### src/rtl/insn_dec_pkg.sv
package insn_dec_pkg;

  localparam int INSN_W = 32;

  typedef enum logic [3:0] {
    CLS_DATA   = 4'd0,
    CLS_MUL    = 4'd1,
    CLS_SWAP   = 4'd2,
    CLS_XFER   = 4'd3,
    CLS_BLOCK  = 4'd4,
    CLS_BRANCH = 4'd5,
    CLS_CPXFER = 4'd6,
    CLS_CPDATA = 4'd7,
    CLS_CPREG  = 4'd8,
    CLS_TRAP   = 4'd9
  } insn_class_e;

  typedef enum logic [2:0] {
    SHK_NONE = 3'd0,
    SHK_LSL  = 3'd1,
    SHK_LSR  = 3'd2,
    SHK_ASR  = 3'd3,
    SHK_ROR  = 3'd4,
    SHK_RRX  = 3'd5,
    SHK_REG  = 3'd6
  } shift_kind_e;

  localparam logic [3:0] COND_ALWAYS = 4'hE;

  localparam logic [5:0] MN_MUL    = 6'd16;
  localparam logic [5:0] MN_MLA    = 6'd17;
  localparam logic [5:0] MN_SWP    = 6'd18;
  localparam logic [5:0] MN_SWPB   = 6'd19;
  localparam logic [5:0] MN_XFER0  = 6'd20;
  localparam logic [5:0] MN_STM    = 6'd24;
  localparam logic [5:0] MN_LDM    = 6'd25;
  localparam logic [5:0] MN_B      = 6'd26;
  localparam logic [5:0] MN_BL     = 6'd27;
  localparam logic [5:0] MN_STC    = 6'd28;
  localparam logic [5:0] MN_LDC    = 6'd29;
  localparam logic [5:0] MN_CDP    = 6'd30;
  localparam logic [5:0] MN_MCR    = 6'd31;
  localparam logic [5:0] MN_MRC    = 6'd32;
  localparam logic [5:0] MN_SWI    = 6'd33;

  // Rotate an 8-bit value right by twice the 4-bit field.
  function automatic logic [31:0] expand_rot_imm(input logic [7:0] val, input logic [3:0] rot);
    logic [63:0] dbl;
    dbl = {24'd0, val, 24'd0, val};
    dbl = dbl >> {rot, 1'b0};
    return dbl[31:0];
  endfunction

  // Signed byte displacement of a word-granular 24-bit branch offset.
  function automatic logic signed [31:0] branch_disp(input logic [23:0] off);
    return {{6{off[23]}}, off, 2'b00};
  endfunction

endpackage

### src/rtl/insn_capture.sv
module insn_capture #(
  parameter int ADDR_W = 32,
  parameter int WORD_W = 32
) (
  input  logic              clk,
  input  logic              rst,
  input  logic              stall_i,
  input  logic              valid_i,
  input  logic [WORD_W-1:0] word_i,
  input  logic [ADDR_W-1:0] addr_i,
  output logic [WORD_W-1:0] word_q,
  output logic [ADDR_W-1:0] addr_q,
  output logic              strobe_q
);

  logic take;
  assign take = valid_i && !stall_i;

  always_ff @(posedge clk) begin
    if (rst) begin
      word_q   <= '0;
      addr_q   <= '0;
      strobe_q <= 1'b0;
    end else begin
      strobe_q <= take;
      if (take) begin
        word_q <= word_i;
        addr_q <= addr_i;
      end
    end
  end

  AST_STROBE_FROM_TAKE: assert property (@(posedge clk) disable iff (rst)
    strobe_q |-> $past(valid_i && !stall_i && !rst));

  AST_HOLD_WHEN_REFUSED: assert property (@(posedge clk) disable iff (rst)
    ($past(stall_i || !valid_i) && !$past(rst)) |-> ($stable(word_q) && $stable(addr_q)));

endmodule

### src/rtl/insn_classifier.sv
module insn_classifier
  import insn_dec_pkg::*;
(
  input  logic [INSN_W-1:0] w,
  output insn_class_e       cls,
  output logic [5:0]        mnem,
  output logic [3:0]        cond,
  output logic              cond_always,
  output logic [3:0]        opcode,
  output logic              sflag,
  output logic [3:0]        rn,
  output logic [3:0]        rd,
  output logic [3:0]        rs,
  output logic [3:0]        rm,
  output logic              writes_rd,
  output logic              uses_rn
);

  // Overlapping patterns are exposed so the top can check their priority.
  logic swap_pat, mul_pat, is_compare, is_move;

  assign swap_pat = (w[27:23] == 5'b00010) && (w[21:20] == 2'b00) && (w[11:4] == 8'h09);
  assign mul_pat  = (w[27:22] == 6'b000000) && (w[7:4] == 4'b1001);

  assign cond   = w[31:28];
  assign opcode = w[24:21];
  assign sflag  = w[20];
  assign rn     = w[19:16];
  assign rd     = w[15:12];
  assign rs     = w[11:8];
  assign rm     = w[3:0];
  assign cond_always = (cond == COND_ALWAYS);

  always_comb begin
    if (swap_pat)                 cls = CLS_SWAP;
    else if (mul_pat)             cls = CLS_MUL;
    else if (w[27:26] == 2'b00)   cls = CLS_DATA;
    else if (w[27:26] == 2'b01)   cls = CLS_XFER;
    else if (w[27:25] == 3'b100)  cls = CLS_BLOCK;
    else if (w[27:25] == 3'b101)  cls = CLS_BRANCH;
    else if (w[27:25] == 3'b110)  cls = CLS_CPXFER;
    else if (w[27:24] == 4'b1110) cls = w[4] ? CLS_CPREG : CLS_CPDATA;
    else                          cls = CLS_TRAP;
  end

  always_comb begin
    unique case (cls)
      CLS_DATA:   mnem = {2'b00, opcode};
      CLS_MUL:    mnem = w[21] ? MN_MLA : MN_MUL;
      CLS_SWAP:   mnem = w[22] ? MN_SWPB : MN_SWP;
      CLS_XFER:   mnem = MN_XFER0 + {4'd0, w[20], w[22]};
      CLS_BLOCK:  mnem = w[20] ? MN_LDM : MN_STM;
      CLS_BRANCH: mnem = w[24] ? MN_BL : MN_B;
      CLS_CPXFER: mnem = w[20] ? MN_LDC : MN_STC;
      CLS_CPDATA: mnem = MN_CDP;
      CLS_CPREG:  mnem = w[20] ? MN_MRC : MN_MCR;
      default:    mnem = MN_SWI;
    endcase
  end

  assign is_compare = (opcode[3:2] == 2'b10);
  assign is_move    = (opcode == 4'd13) || (opcode == 4'd15);
  assign writes_rd  = (cls == CLS_DATA) && !is_compare;
  assign uses_rn    = (cls == CLS_DATA) && !is_move;

endmodule

### src/rtl/operand_expander.sv
module operand_expander
  import insn_dec_pkg::*;
#(
  parameter int ADDR_W = 32
) (
  input  insn_class_e       cls,
  input  logic [25:0]       w,
  input  logic [ADDR_W-1:0] pc,
  output logic              imm_valid,
  output logic [31:0]       imm,
  output shift_kind_e       shk,
  output logic [4:0]        shamt,
  output logic              link,
  output logic [ADDR_W-1:0] target,
  output logic              xbyte,
  output logic              xload,
  output logic [1:0]        bmode
);

  logic              is_data, is_br;
  logic signed [31:0] disp;

  assign is_data   = (cls == CLS_DATA);
  assign is_br     = (cls == CLS_BRANCH);

  assign imm_valid = is_data && w[25];
  assign imm       = imm_valid ? expand_rot_imm(w[7:0], w[11:8]) : 32'd0;

  always_comb begin
    shk   = SHK_NONE;
    shamt = 5'd0;
    if (is_data && !w[25]) begin
      if (w[4]) begin
        shk = SHK_REG;
      end else begin
        unique case (w[6:5])
          2'b00:   shk = (w[11:7] == 5'd0) ? SHK_NONE : SHK_LSL;
          2'b01:   shk = SHK_LSR;
          2'b10:   shk = SHK_ASR;
          default: shk = (w[11:7] == 5'd0) ? SHK_RRX : SHK_ROR;
        endcase
        if (shk != SHK_NONE && shk != SHK_RRX) shamt = w[11:7];
      end
    end
  end

  assign disp   = branch_disp(w[23:0]);
  assign link   = is_br && w[24];
  assign target = is_br ? (pc + ADDR_W'(disp)) : '0;

  assign xbyte  = (cls == CLS_XFER) && w[22];
  assign xload  = ((cls == CLS_XFER) || (cls == CLS_BLOCK)) && w[20];
  assign bmode  = (cls == CLS_BLOCK) ? w[24:23] : 2'b00;

endmodule

### src/rtl/insn_class_decoder.sv
module insn_class_decoder
  import insn_dec_pkg::*;
#(
  parameter int ADDR_W = 32
) (
  input  logic              clk,
  input  logic              rst,
  input  logic              stall_i,
  input  logic              valid_i,
  input  logic [31:0]       insn_i,
  input  logic [ADDR_W-1:0] addr_i,
  input  logic [ADDR_W-1:0] pc_i,
  output logic              new_insn_o,
  output logic [31:0]       insn_o,
  output logic [ADDR_W-1:0] iaddr_o,
  output logic [3:0]        class_o,
  output logic [5:0]        mnem_o,
  output logic [3:0]        cond_o,
  output logic              cond_always_o,
  output logic [3:0]        opcode_o,
  output logic              sflag_o,
  output logic [3:0]        rn_o,
  output logic [3:0]        rd_o,
  output logic [3:0]        rs_o,
  output logic [3:0]        rm_o,
  output logic              writes_rd_o,
  output logic              uses_rn_o,
  output logic              imm_valid_o,
  output logic [31:0]       imm_o,
  output logic [2:0]        shift_kind_o,
  output logic [4:0]        shift_amt_o,
  output logic              branch_link_o,
  output logic [ADDR_W-1:0] branch_target_o,
  output logic              xfer_byte_o,
  output logic              xfer_load_o,
  output logic [1:0]        block_mode_o
);

  logic [INSN_W-1:0] word_q;
  insn_class_e       cls;
  shift_kind_e       shk;

  insn_capture #(.ADDR_W(ADDR_W), .WORD_W(INSN_W)) u_capture (
    .clk(clk), .rst(rst), .stall_i(stall_i), .valid_i(valid_i),
    .word_i(insn_i), .addr_i(addr_i),
    .word_q(word_q), .addr_q(iaddr_o), .strobe_q(new_insn_o)
  );

  insn_classifier u_class (
    .w(word_q), .cls(cls), .mnem(mnem_o), .cond(cond_o), .cond_always(cond_always_o),
    .opcode(opcode_o), .sflag(sflag_o), .rn(rn_o), .rd(rd_o), .rs(rs_o), .rm(rm_o),
    .writes_rd(writes_rd_o), .uses_rn(uses_rn_o)
  );

  operand_expander #(.ADDR_W(ADDR_W)) u_expand (
    .cls(cls), .w(word_q[25:0]), .pc(pc_i),
    .imm_valid(imm_valid_o), .imm(imm_o), .shk(shk), .shamt(shift_amt_o),
    .link(branch_link_o), .target(branch_target_o),
    .xbyte(xfer_byte_o), .xload(xfer_load_o), .bmode(block_mode_o)
  );

  assign insn_o       = word_q;
  assign class_o      = cls;
  assign shift_kind_o = shk;

  AST_SWAP_BEATS_DATA: assert property (@(posedge clk) disable iff (rst)
    u_class.swap_pat |-> (class_o == 4'd2));

  AST_DATA_MNEM_RANGE: assert property (@(posedge clk) disable iff (rst)
    (class_o == 4'd0) |-> (mnem_o < 6'd16));

  AST_IMM_ONLY_DATA: assert property (@(posedge clk) disable iff (rst)
    imm_valid_o |-> (class_o == 4'd0));

  AST_RRX_FROM_ROR: assert property (@(posedge clk) disable iff (rst)
    (shift_kind_o == 3'd5) |-> (insn_o[6:5] == 2'b11 && shift_amt_o == 5'd0));

  AST_BRANCH_ALIGN: assert property (@(posedge clk) disable iff (rst)
    (class_o == 4'd5) |-> (branch_target_o[1:0] == pc_i[1:0]));

  AST_COMPARE_NO_DEST: assert property (@(posedge clk) disable iff (rst)
    (opcode_o[3:2] == 2'b10) |-> !writes_rd_o);

endmodule

### config.mk
export PLATFORM = sky130hd
export DESIGN_NAME = insn_class_decoder
export DESIGN_NICKNAME = d
export VERILOG_FILES = /design/src/rtl/insn_dec_pkg.sv /design/src/rtl/insn_capture.sv /design/src/rtl/insn_classifier.sv /design/src/rtl/operand_expander.sv /design/src/rtl/insn_class_decoder.sv
export SDC_FILE = /design/constraint.sdc
export NUM_CORES = 1
export LEC_CHECK = 0
export BUFFER_PORTS_ARGS = -buffer_cell sky130_fd_sc_hd__clkbuf_2
export CELL_PAD_IN_SITES_DETAIL_PLACEMENT = 1
export CELL_PAD_IN_SITES_GLOBAL_PLACEMENT = 1
export CORE_ASPECT_RATIO = 0.75
export CORE_MARGIN = 8
export CORE_UTILIZATION = 30
export DETAILED_ROUTE_END_ITERATION = 12
export PLACE_DENSITY = 0.73
export SLEW_MARGIN = 40
export SYNTH_ARGS = -nofsm -noshare
export SYNTH_HDL_FRONTEND = slang
export SYNTH_HIERARCHICAL = 1
export SYNTH_SLANG_ARGS = --single-unit
### constraint.sdc
create_clock -name clk -period 2.8 [get_ports clk]
set_input_delay 0.28 -clock clk [delete_from_list [all_inputs] [get_ports clk]]
set_output_delay 0.28 -clock clk [all_outputs]
set_load 0.01 [all_outputs]
-- After elaboration in Yosys (flattened, before gate mapping)
Index checks and enable logic that the tools add are counted.
- add/sub/neg operators: 2
- equal/unequal tests: 23
- shifts and indexed selects: 1
- mux-type cells: 29
- reductions and logical operators: 25
- operators by type and width (cell ; count):
    32-bit 2-to-1 mux ; 2
    6-bit case mux with 9 select lines ; 1
    40-bit by 5-bit right shift with 32-bit output ; 1
    4-bit 2-to-1 mux ; 9
    32-bit adder ; 1
    4-bit equality test (second input constant) ; 6
    4-bit by 3-bit equality test with 1-bit output (second input constant) ; 4
    5-bit 2-to-1 mux ; 3
    1-bit logical AND ; 12
    3-bit 2-to-1 mux ; 4
    3-bit equality test (second input constant) ; 3
    3-bit case mux with 3 select lines ; 1
    4-bit by 2-bit equality test with 1-bit output (second input constant) ; 2
    8-bit by 4-bit equality test with 1-bit output (second input constant) ; 1
    1-bit 2-to-1 mux ; 7
    5-bit by 2-bit adder with 6-bit output (first input constant) ; 1
    2-bit zero test ; 3
    6-bit zero test ; 1
    6-bit 2-to-1 mux ; 1
    5-bit by 2-bit equality test with 1-bit output (second input constant) ; 1
    5-bit zero test ; 1
    2-bit by 1-bit equality test with 1-bit output (second input constant) ; 2
    2-bit equality test (second input constant) ; 2
    4-bit by 1-bit equality test with 1-bit output (second input constant) ; 1
    other kinds (6) ; 10
- bits in registers: 65
- bits of input ports: 100
- output and inout bits: 181
- word-level logic and storage cells: 83

-- Longest topological paths before layout
Gate-level depths: netlist of run 1.
- word-level depth: 17
- depth in mapped cells: 10
- depth with buffers taken out: 10

-- Modules after synthesis
The synthesis of run 1 kept the hierarchy.
- modules (own cells, without submodules) (module ; times used ; cells each ; area each (um^2) ; sequential area each (um^2)):
    insn_capture ; 1 ; 294 ; 3062.9 ; 1301.2
    operand_expander ; 1 ; 423 ; 2658.8 ; 0.0
    insn_classifier ; 1 ; 71 ; 544.3 ; 0.0

-- Worst setup path after synthesis of run 1
OpenSTA, ideal clock, no wires.
- kind: register to output
- start point: register u_capture.word_q[0]
- end point: output branch_target_o[30]
- data arrival time: 2.441 ns
- data required time: 2.520 ns
- path slack: 0.079 ns
- cell stages (with the launch flop): 11
- buffers on the path: 0
- cells stage by stage: dfxtp_1 > ha_1 > inv_1 > fa_1 > nand2b_1 > a21oi_1 > o21ai_1 > a31oi_1 > nor3_1 > or3_1 > a21oi_1
- longest elaborated chain between the ends: 2
- RTL lines (what ; line ; text):
    start: declaration ; insn_capture.sv:11 ; output logic [WORD_W-1:0] word_q,
    start signal: assignment ; insn_capture.sv:27 ; word_q <= word_i;
    32-bit adder ; operand_expander.sv:49 ; assign target = is_br ? (pc + ADDR_W'(disp)) : '0;
    32-bit 2-to-1 mux ; operand_expander.sv:49 ;
    end: declaration ; insn_class_decoder.sv:33 ; output logic [ADDR_W-1:0] branch_target_o,
Every way passes these cells.

-- Worst setup path in the final report of run 1
Same ends and word-level chain as after synthesis.

==> run_results.csv, run 1 <==
group,metric,value,unit
routing,wl_met1,11800,um
cells_and_area,nets,1196,
placement,port_buffers,280,
yosys,synth-async-reset-ratio,0,%
cells_and_area,final_cell_mix,"clkbuf_2, nor2_1, nand2b_1, nand4bb_1, o21ai_1",
clock_tree,clkLatencyLatePin,0.32,ns
yosys,synth_area_leaders,"dfxtp_1, nand4bb_1, nand2b_1",
yosys,yosys_warnings,6,
routing,via_count,7083,
floorplan,pin_count,281,
sta,fin_crit,2.92,ns
worst_setup_path,worstReg2RegEnd,"u_capture/word_q[10]",
floorplan,start_util,30.7,%
worst_setup_path,worst_setup_path_end_kind,"output port",
run_status,outcome,"finished with violations",
yosys,syn_inst,788,
worst_setup_path,required,2.52,ns
worst_setup_path,critPathKind,"flop to output port",
grt,grt_pass1_wl,41600,um
yosys,ys_seq_area_share,20.8,%
worst_setup_path,crit_fanout,2,
worst_setup_path,cp.arrival,2.64,ns
routing,via_per_inst,5.22,
cells_and_area,drive_gt1_share,44.6,%
power_and_ir_drop,p_leak,3.87,nW
routing,postRouteAntennaNets,0,
clock_tree,clk_path_buf_depth,2,
cells_and_area,layout_commonest_cell,"clkbuf_2",
sta,post-route-period-util,104,%
sta,max_freq,343,MHz
clock_tree,cts_sinks,65,
min_path,hold_start,"addr_i[15]",
clock_tree,clkTransAtPathRegs,0.06,ns
yosys,yosys.cell_types.count,79,
floorplan,die_x,183,um
yosys,avgSynthCellArea,7.95,um2
placement,gp_congestion,0.857,
yosys,syn-num-nets,919,
min_path,min_to,"u_capture/addr_q[15]",
yosys,yosysTopAreaCell,"dfxtp_1",
routing,drt_iter0_markers,431,
floorplan,core_area,0.0204,mm2
routing,maxUsedRoutingLayer,"met4",
worst_setup_path,startpoint_type,"flop",
routing,drc,0,
sta,worst_slew_pin_slew,0.676,ns
floorplan,rows,45,
worst_setup_path,reg2regPathDepth,4,
power_and_ir_drop,power_density,354,mW/mm2
placement,pre_cts_ws,-0.0613,ns
grt,antenna_found_initial,4,
power_and_ir_drop,power,3.13,mW
sta,rsz0062_at_grt,"yes",
sta,finalHoldViolCount,0,
grt,grt_util_all_layers,19.9,%
min_path,whs_path_depth,3,
routing,drt_pass1_iterations,5,
min_path,hp-class,"primary input to flop",
grt,grt_start_max_net_pins,130,
yosys,synth_top_area_share,20.8,%
cells_and_area,stdcell_count,1356,
worst_setup_path,critPathSlowestCell,"dfxtp_2",
sta,skew,0,ns
routing,drt-total-wl,27100,um
sta,maxSlewViolCount,0,
clock_tree,cts_buffers,9,
run_status,violations,"setup timing",
clock_tree,ctsRootBufferMaster,"clkbuf_16",
yosys,synth_flop_cell,"dfxtp_1",
yosys,synth_edf_count,0,
cells_and_area,syn_to_final_growth,41.0,%
sta,setup_viol,12,
grt,gr-total-overflow,0,
worst_setup_path,path_delay_family,"simple AND/OR/NAND/NOR gates",
placement,dpl.hpwl,20800,um
placement,place_inst,1323,
yosys,synth_seq_cells,65,
worst_setup_path,path_cells,"ha_4 -> inv_2 -> fa_2 -> nand2b_4 -> a21oi_4 -> buf_4 -> buf_6 -> o21ai_4 -> a31oi_4 -> nor3_2 -> or3_1 -> a21oi_2 -> buf_2",
routing,routed-wl-met3,2090,um
worst_setup_path,slowest_delay,0.35,ns
clock_tree,cts_tree,"done",
clock_tree,cts-htree-levels,3,
routing,route.met2.wl,12800,um
job,maxCapViolations,0,
worst_setup_path,crit_cells,13,
worst_setup_path,reg2reg_setup_slack,1.72,ns
yosys,synthesis.area,0.00627,mm2
sta,finalWorstSetupSlack,-0.118,ns
worst_setup_path,path_buf_inv,4,
sta,relSlewSlack,55.0,%
floorplan,fp.dieArea,0.0258,mm2
floorplan,fp.dieH,141,um
routing,avgRoutedWirePerCell,20.0,um
worst_setup_path,worstReg2RegStart,"u_capture/word_q[10]",
clock_tree,cts_hold_buffers,0,
grt,grt_pass1_vias,7392,
power_and_ir_drop,peakVddDrop,0.000279,V
synthesized netlist by cell type, types with 5 or more instances:
master,n
nor2_1,77
nand2b_1,73
dfxtp_1,65
nand4bb_1,64
o21ai_1,59
nand2_1,47
a21oi_1,44
o21ai_0,33
ha_1,30
buf_4,28
buf_6,21
nor3_1,18
nand3_1,16
buf_2,15
clkbuf_1,15
xor2_1,13
xnor2_1,11
and2_1,10
nand4_1,9
nor2b_1,9
inv_1,8
mux2i_1,8
a21o_1,7
a31oi_1,7
o21ai_2,7
and3_1,6
clkbuf_2,5
nand3b_1,5
o211ai_1,5
how the worst max path moves through the flow:
stage                         from                  end  slack [ns]
2_1_floorplan  u_capture/word_q[0]  branch_target_o[30]        0.08
3_3_place_gp               pc_i[2]  branch_target_o[28]      -0.005
3_5_place_dp               pc_i[2]  branch_target_o[28]       -0.06
4_1_cts        u_capture/word_q[0]  branch_target_o[28]       -0.19
5_1_grt        u_capture/word_q[0]  branch_target_o[30]       -0.25
6_report       u_capture/word_q[0]  branch_target_o[30]       -0.12
routing by layer:
layer	GRT usage, %	vias to the layer above
li1	-	3376
met1	25.2	3416
met2	32.8	262
met3	5.52	29
met4	5.25	0
met5	0	-
final cells by class:
class                      count  area, um2
tap                          282        353
multi-input combinational    628       4800
antenna                        4       10.0
timing repair buffer         353       2030
clock buffer                   9        225
fill                        2579      11500
inverter                       8       30.0
clock inverter                 7       58.8
sequential                    65       1320
stage by stage:
stage / TNS, ns / util (%) / hold WS, ns / area [um2]
floorplan: 0 / - / 0.446 / 6270
global placement: -0.00496 / 38.5 / 0.453 / 7850
detailed placement: -0.178 / 38.5 / 0.457 / 7850
CTS: -0.753 / 41.7 / 0.186 / 8500
global route: -2.51 / 43.3 / 0.193 / 8830
finish: -0.731 / 43.3 / 0.197 / 8830
worst register-to-register path, delay by kind of cell (launching register included):
family / cells / cell delay (ns)
buffers and inverters: 2 / 0.47
flip-flops: 1 / 0.35
AO/OA/AOI/OAI: 1 / 0.11
AND/OR/NAND/NOR: 1 / 0.09
registers in the layout, summed over array words and instances, names as in the netlist:
signal              cells
u_capture/addr_q       32
u_capture/strobe_q      1
u_capture/word_q       32
power by group:
group          total, mW  internal, mW  switching [mW]  leakage [nW]
combinational       1.03         0.457           0.577          3.20
sequential          1.02         0.971          0.0489         0.537
clock               1.07         0.613           0.459         0.133
total               3.13          2.04            1.08          3.87
kinds of logic after synthesis:
kind of cell / Yosys count / synth area share [%]
muxes: 12 / 2.00
xor gates and xnor gates: 24 / 3.35
and+or+nand+nor: 364 / 37.5
DFF: 65 / 20.8
buffers and inverters: 95 / 10.6
AOI/OAI and AO/OA: 197 / 19.5
adders and majority gates: 31 / 6.31
repair_timing:
item / in CTS / in global routing
setup buffers: 6 / 10
endpoints found under the setup margin: 60 / 56
pin swaps: 22 / 16
gates resized for setup: 69 / 70
Power figures use the tool's default switching activity.
==> run 2, diff against run 1 <==
--- a/config.mk
+++ b/config.mk
@@ -13,6 +13,7 @@
 export CORE_UTILIZATION = 30
 export DETAILED_ROUTE_END_ITERATION = 12
 export PLACE_DENSITY = 0.73
+export SETUP_SLACK_MARGIN = 0.1
 export SLEW_MARGIN = 40
 export SYNTH_ARGS = -nofsm -noshare
 export SYNTH_HDL_FRONTEND = slang
==> run 2 against run 1 <==
Effect of this change:
- the flow still finishes with violations (setup timing)
- global-route usage increased by 0.29 points
- sequential share of layout area decreased by 0.64 points
- worst setup slack got worse by 0.045 ns
- worst hold slack got worse by 0.0051 ns
- critical path depth decreased by 2
- non-clock buffer count increased by 8
- fmax decreased by 1.5%
- clock power increased by 26%
- utilization increased by 2.3 points
- largest power group unchanged
==> run_results.csv, run 2 (same netlist as run 1, synthesis figures left out) <==
group,metric,value,unit
run_status,outcome,"finished with violations",
run_status,violations,"setup timing",
sta,worst_slew_pin_slew,0.754,ns
floorplan,fp.dieArea,0.0258,mm2
worst_setup_path,critPathSlowestCell,"dfxtp_2",
clock_tree,cts_tree,"done",
worst_setup_path,crit_fanout,2,
grt,grt_start_max_net_pins,79,
worst_setup_path,critPathKind,"flop to output port",
placement,dpl-instance-area,0.00783,mm2
sta,finalHoldViolCount,0,
sta,rsz0062_at_grt,"yes",
floorplan,rows,45,
placement,place_inst,1318,
worst_setup_path,path_buf_inv,2,
worst_setup_path,cp-startpoint,"u_capture/word_q[0]",
min_path,hp-class,"primary input to flop",
floorplan,start_util,30.7,%
routing,drt_pass1_iterations,7,
worst_setup_path,worstReg2RegStart,"u_capture/word_q[11]",
routing,avgRoutedWirePerCell,20.8,um
worst_setup_path,path_cells,"ha_4 -> inv_2 -> fa_2 -> nand2b_4 -> a21oi_4 -> o311a_1 -> a41o_1 -> a31oi_4 -> o21ai_2 -> mux2i_1 -> buf_2",
sta,relSlewSlack,49.7,%
placement,port_buffers,280,
clock_tree,clkLatencyLatePin,0.34,ns
min_path,hold_start,"insn_i[6]",
power_and_ir_drop,seqPwrFrac,29.4,%
routing,drt-total-wl,28300,um
sta,fin_crit,2.96,ns
floorplan,fp.dieH,141,um
routing,drc,0,
min_path,whs_path_depth,3,
cells_and_area,syn_to_final_growth,48.5,%
grt,grt_pass1_wl,41900,um
clock_tree,clkTransAtPathRegs,0.06,ns
placement,gp_congestion,0.879,
cells_and_area,stdcell_count,1361,
routing,drt_iter0_markers,429,
clock_tree,cts_sinks,65,
clock_tree,cts_buffers,9,
worst_setup_path,slowest_delay,0.35,ns
job,maxCapViolations,0,
cells_and_area,drive_gt1_share,48.5,%
sta,maxSlewViolCount,0,
grt,grt_pass1_vias,7257,
cells_and_area,biggestRegsByFlops,"u_capture/addr_q: 32 flops, u_capture/word_q: 32 flops, u_capture/strobe_q: 1 flops",
sta,post-route-period-util,106,%
routing,postRouteAntennaNets,0,
power_and_ir_drop,power_density,374,mW/mm2
worst_setup_path,reg2reg_setup_slack,1.75,ns
sta,max_freq,337,MHz
clock_tree,clk_path_buf_depth,2,
grt,gr-total-overflow,0,
power_and_ir_drop,power,3.48,mW
power_and_ir_drop,peakVddDrop,0.000299,V
worst_setup_path,reg2regPathDepth,3,
worst_setup_path,required,2.52,ns
cells_and_area,nets,1204,
cells_and_area,fin_area,0.00931,mm2
grt,grt_util_all_layers,20.2,%
floorplan,core_area,0.0204,mm2
min_path,min_to,"u_capture/word_q[6]",
worst_setup_path,worst_setup_path_end_kind,"output port",
worst_setup_path,path_delay_family,"compound AO/OA/AOI/OAI gates",
placement,dpl.hpwl,20900,um
sta,finalWorstSetupSlack,-0.164,ns
clock_tree,cts-htree-levels,3,
cells_and_area,layout_commonest_cell,"clkbuf_2",
worst_setup_path,startpoint_type,"flop",
worst_setup_path,worstReg2RegEnd,"u_capture/word_q[11]",
floorplan,die_x,183,um
cells_and_area,final_cell_mix,"clkbuf_2, nor2_1, nand2b_1, nand4bb_1, o21ai_1",
power_and_ir_drop,sw_frac_of_total,32.0,%
grt,antenna_found_initial,3,
worst_setup_path,cp.arrival,2.68,ns
power_and_ir_drop,p_int,2.37,mW
power_and_ir_drop,p_comb_share,31.8,%
sta,skew,0,ns
clock_tree,ctsRootBufferMaster,"clkbuf_16",
sta,whs,0.192,ns
sta,setup_viol,12,
power_and_ir_drop,switchingPower,1.11,mW
power_and_ir_drop,p_leak,4.04,nW
routing,via_per_inst,5.26,
power_and_ir_drop,p_clk_share,38.8,%
floorplan,pin_count,281,
routing,via_count,7163,
[run 2: cell count changes in the layout (fill, tap and decap cells not counted), moves of 3 or more]
cell       previous run  this run
dfxtp_1              54        47
nand3_1              15        12
bufinv_16             0         3
ha_4                 10        16
ha_1                 17        11
buf_12                2         6
a21oi_2              12        18
a21oi_1              31        24
dfxtp_2               9        15
buf_6                10        18
inv_6                 4         1
diode_2               4         1
clkbuf_2            269       244
buf_2                11        33
[run 2: cell type report]
class,instances,area [um2]
fillers,2481,11100
inverters,8,32.5
well taps,282,353
repair buffers,361,2200
clock inverters,6,114
multi-input cells,628,5040
diodes,1,2.50
flip-flops and latches,65,1330
clock buffers,10,239
[run 2: worst reg2reg max path, cell delays in order, from the launching register on]
cell      delay [ns]
dfxtp_1         0.53
buf_8           0.28
nand2b_1        0.08
o21ai_1         0.10
[run 2: metrics by stage]
stage | setup TNS [ns] | utilization, % | setup slack [ns]
3_5_place_dp | -0.0748 | 38.4 | -0.0375
2_1_floorplan | 0 | - | 0.140
6_report | -1.00 | 45.7 | -0.164
3_3_place_gp | 0 | 38.4 | 0.0157
4_1_cts | -0.656 | 42.6 | -0.148
5_1_grt | -2.21 | 45.7 | -0.281
[run 2: worst max path at each step]
stage	to	depth (start not counted)
after global placement	branch_target_o[28]	13
after floorplan	imm_o[0]	9
after CTS	branch_target_o[28]	11
after global routing	branch_target_o[28]	11
final	branch_target_o[28]	11
after detailed placement	branch_target_o[28]	13
[run 2: power groups by stage]
stage	registers (mW)	clock network, mW	logic, mW
finish	1.02	1.35	1.11
global route	1.03	1.42	1.19
CTS	1.02	1.37	0.994
detailed placement	1.03	0	0.905
global placement	1.03	0	0.891
floorplan	1.06	0	0.562
[run 2: what timing repair did]
action,CTS,global route
gates resized for setup,95,141
hold buffers,0,0
buffers inserted,8,18
setup endpoints to repair,70,56
pin swaps,21,57
cloned,0,1
[run 2: metal layers]
| metal | vias to the layer above | wire [um] | track usage (%) |
|---|---|---|---|
| li1 | 3384 | - | - |
| met4 | 4 | 435 | 4.31 |
| met3 | 34 | 2120 | 6.24 |
| met5 | - | 31 | 0 |
| met1 | 3500 | 12400 | 25.9 |
| met2 | 241 | 13300 | 32.9 |
==> run 3, diff against run 2 <==
--- a/config.mk
+++ b/config.mk
@@ -8,7 +8,6 @@
 export BUFFER_PORTS_ARGS = -buffer_cell sky130_fd_sc_hd__clkbuf_2
 export CELL_PAD_IN_SITES_DETAIL_PLACEMENT = 1
 export CELL_PAD_IN_SITES_GLOBAL_PLACEMENT = 1
-export CORE_ASPECT_RATIO = 0.75
 export CORE_MARGIN = 8
 export CORE_UTILIZATION = 30
 export DETAILED_ROUTE_END_ITERATION = 12
==> run 3 against run 2 <==
Effect of this change:
- the flow still finishes with violations (setup timing)
- clock-buffer cell count increased by 1
- register-to-register slack improved by 0.04 ns
- design area increased by 0.90%
- first-iteration DRC count decreased by 25%
- sequential power about the same
- via count increased by 2.0%
- critical endpoint unchanged
==> run_results.csv, run 3 (same netlist as run 1, synthesis figures left out) <==
group,metric,value,unit
grt,grt_start_max_net_pins,81,
sta,finalHoldViolCount,0,
clock_tree,cts-htree-levels,3,
clock_tree,cts_tree,"done",
sta,relSlewSlack,50.9,%
floorplan,start_util,30.2,%
cells_and_area,seq_area,0.00134,mm2
routing,avgRoutedWirePerCell,20.9,um
power_and_ir_drop,switchingPower,1.11,mW
routing,via_per_inst,5.33,
routing,drt_iter0_markers,322,
cells_and_area,fill_cells,2541,
sta,skew,0,ns
sta,fin_crit,2.94,ns
worst_setup_path,reg2reg_setup_slack,1.79,ns
placement,gp_congestion,0.858,
cells_and_area,drive_gt1_share,49.5,%
worst_setup_path,slowest_delay,0.35,ns
grt,grt_pass1_vias,7509,
power_and_ir_drop,power_density,363,mW/mm2
routing,postRouteAntennaNets,0,
cells_and_area,stdcell_count,1370,
job,maxCapViolations,0,
cells_and_area,biggestRegsByFlops,"u_capture/addr_q: 32 flops, u_capture/word_q: 32 flops, u_capture/strobe_q: 1 flops",
worst_setup_path,startpoint_type,"flop",
worst_setup_path,path_buf_inv,3,
sta,finalWorstSetupSlack,-0.138,ns
worst_setup_path,crit_fanout,2,
routing,via_count,7307,
clock_tree,cts_buffers,9,
sta,setup_viol,10,
grt,grt_pass1_wl,41700,um
floorplan,fp.dieH,161,um
floorplan,pin_count,281,
sta,max_freq,340,MHz
cells_and_area,fin_area,0.00939,mm2
clock_tree,clk_path_buf_depth,2,
routing,drt_pass1_iterations,5,
cells_and_area,final_cell_mix,"clkbuf_2, buf_4, nand2b_1, nor2_1, nand4bb_1",
clock_tree,clkTransAtPathRegs,0.06,ns
placement,place_inst,1313,
grt,grt_util_all_layers,19.9,%
cells_and_area,multiInputGateArea,0.00500,mm2
cells_and_area,nets,1218,
sta,maxSlewViolCount,0,
worst_setup_path,critPathKind,"flop to output port",
placement,dpl.hpwl,19900,um
worst_setup_path,path_delay_family,"compound AO/OA/AOI/OAI gates",
power_and_ir_drop,sw_frac_of_total,32.6,%
grt,antenna_found_initial,7,
floorplan,core_area,0.0208,mm2
run_status,outcome,"finished with violations",
grt,gr-total-overflow,0,
run_status,violations,"setup timing",
placement,pre_cts_ws,-0.125,ns
sta,post-route-period-util,105,%
sta,rsz0062_at_grt,"yes",
routing,drt-total-wl,28600,um
power_and_ir_drop,p_comb_share,33.0,%
clock_tree,clkLatencyLatePin,0.34,ns
floorplan,rows,53,
clock_tree,ctsRootBufferMaster,"clkbuf_16",
floorplan,die_x,161,um
power_and_ir_drop,p_clk_share,37.1,%
power_and_ir_drop,peakVddDrop,0.000228,V
routing,drc,0,
sta,worst_slew_pin_slew,0.728,ns
sta,whs,0.192,ns
placement,dpl-instance-area,0.00784,mm2
cells_and_area,layout_commonest_cell,"clkbuf_2",
placement,port_buffers,280,
floorplan,fp.dieArea,0.0258,mm2
worst_setup_path,path_cells,"ha_4 -> inv_2 -> fa_2 -> nand2b_4 -> a21oi_4 -> buf_6 -> o311a_4 -> a41o_1 -> a31oi_2 -> o21ai_2 -> mux2i_1 -> buf_2",
clock_tree,cts_sinks,65,
worst_setup_path,cp.arrival,2.66,ns
power_and_ir_drop,p_leak,4.08,nW
worst_setup_path,required,2.52,ns
cells_and_area,syn_to_final_growth,49.9,%
worst_setup_path,critPathSlowestCell,"dfxtp_2",
sta,finalSetupTns,-0.667,ns
min_path,hp-class,"primary input to flop",
power_and_ir_drop,seqPwrFrac,29.9,%
power_and_ir_drop,p_int,2.30,mW
worst_setup_path,worst_setup_path_end_kind,"output port",
[run 3: cell types whose count changed in the layout (fill, tap and decap cells not counted), sizes merged]
cell,delta
clkinvlp,-1
buf,+28
clkbuf,-13
bufinv,-1
clkinv,+2
inv,-1
diode,+2
[run 3: routing by layer]
layer / global-route usage, % / vias up / routed length [um]
li1: - / 3418 / -
met1: 22.8 / 3528 / 11500
met2: 34.1 / 283 / 14000
met3: 6.50 / 70 / 2180
met4: 6.71 / 8 / 846
met5: 0 / - / 51
[run 3: timing repair]
action,4_1_cts,5_1_grt
gates resized for setup,114,142
endpoints found under the setup margin,74,57
gates cloned,1,0
hold endpoints to repair,0,0
pin swaps,30,43
hold buffers,0,0
buffers inserted,19,20
[run 3: path summary, 6_finish.rpt]
check	endpoint	cells past startpoint	from
worst min register to register	u_capture/addr_q[12]	2	u_capture/addr_q[12]
worst max-delay path	branch_target_o[28]	12	u_capture/word_q[0]
worst max register to register	u_capture/word_q[11]	4	u_capture/word_q[11]
worst min-delay path	u_capture/addr_q[10]	3	addr_i[10]
[run 3: stage by stage]
step	util [%]	total power, mW
floorplan	-	1.62
global placement	37.8	1.92
detailed placement	37.8	1.94
CTS	42.6	3.34
global route	45.2	3.58
finish	45.2	3.41
[run 3: area by class of cell]
| cell class | count | area share (%) |
|---|---|---|
| Inverter | 8 | 0.400 |
| Antenna cell | 3 | 0.0799 |
| Tap cell | 275 | 3.66 |
| Clock inverter | 5 | 0.826 |
| Multi-Input combinational cell | 628 | 53.2 |
| Sequential cell | 65 | 14.3 |
| Timing Repair Buffer | 375 | 24.8 |
| Clock buffer | 11 | 2.69 |
[run 3: worst min-delay path, cell delays in order]
cell and delay [ns]:
clkbuf_2 0.08, nand4bb_1 0.07, o21ai_1 0.06
[run 3: power by group through the flow]
stage	Clock, mW	Combinational [mW]	Sequential [mW]
after global placement	0	0.891	1.03
after floorplan	0	0.562	1.06
after CTS	1.30	1.01	1.02
after detailed placement	0	0.906	1.03
final	1.27	1.12	1.02
after global routing	1.35	1.21	1.03
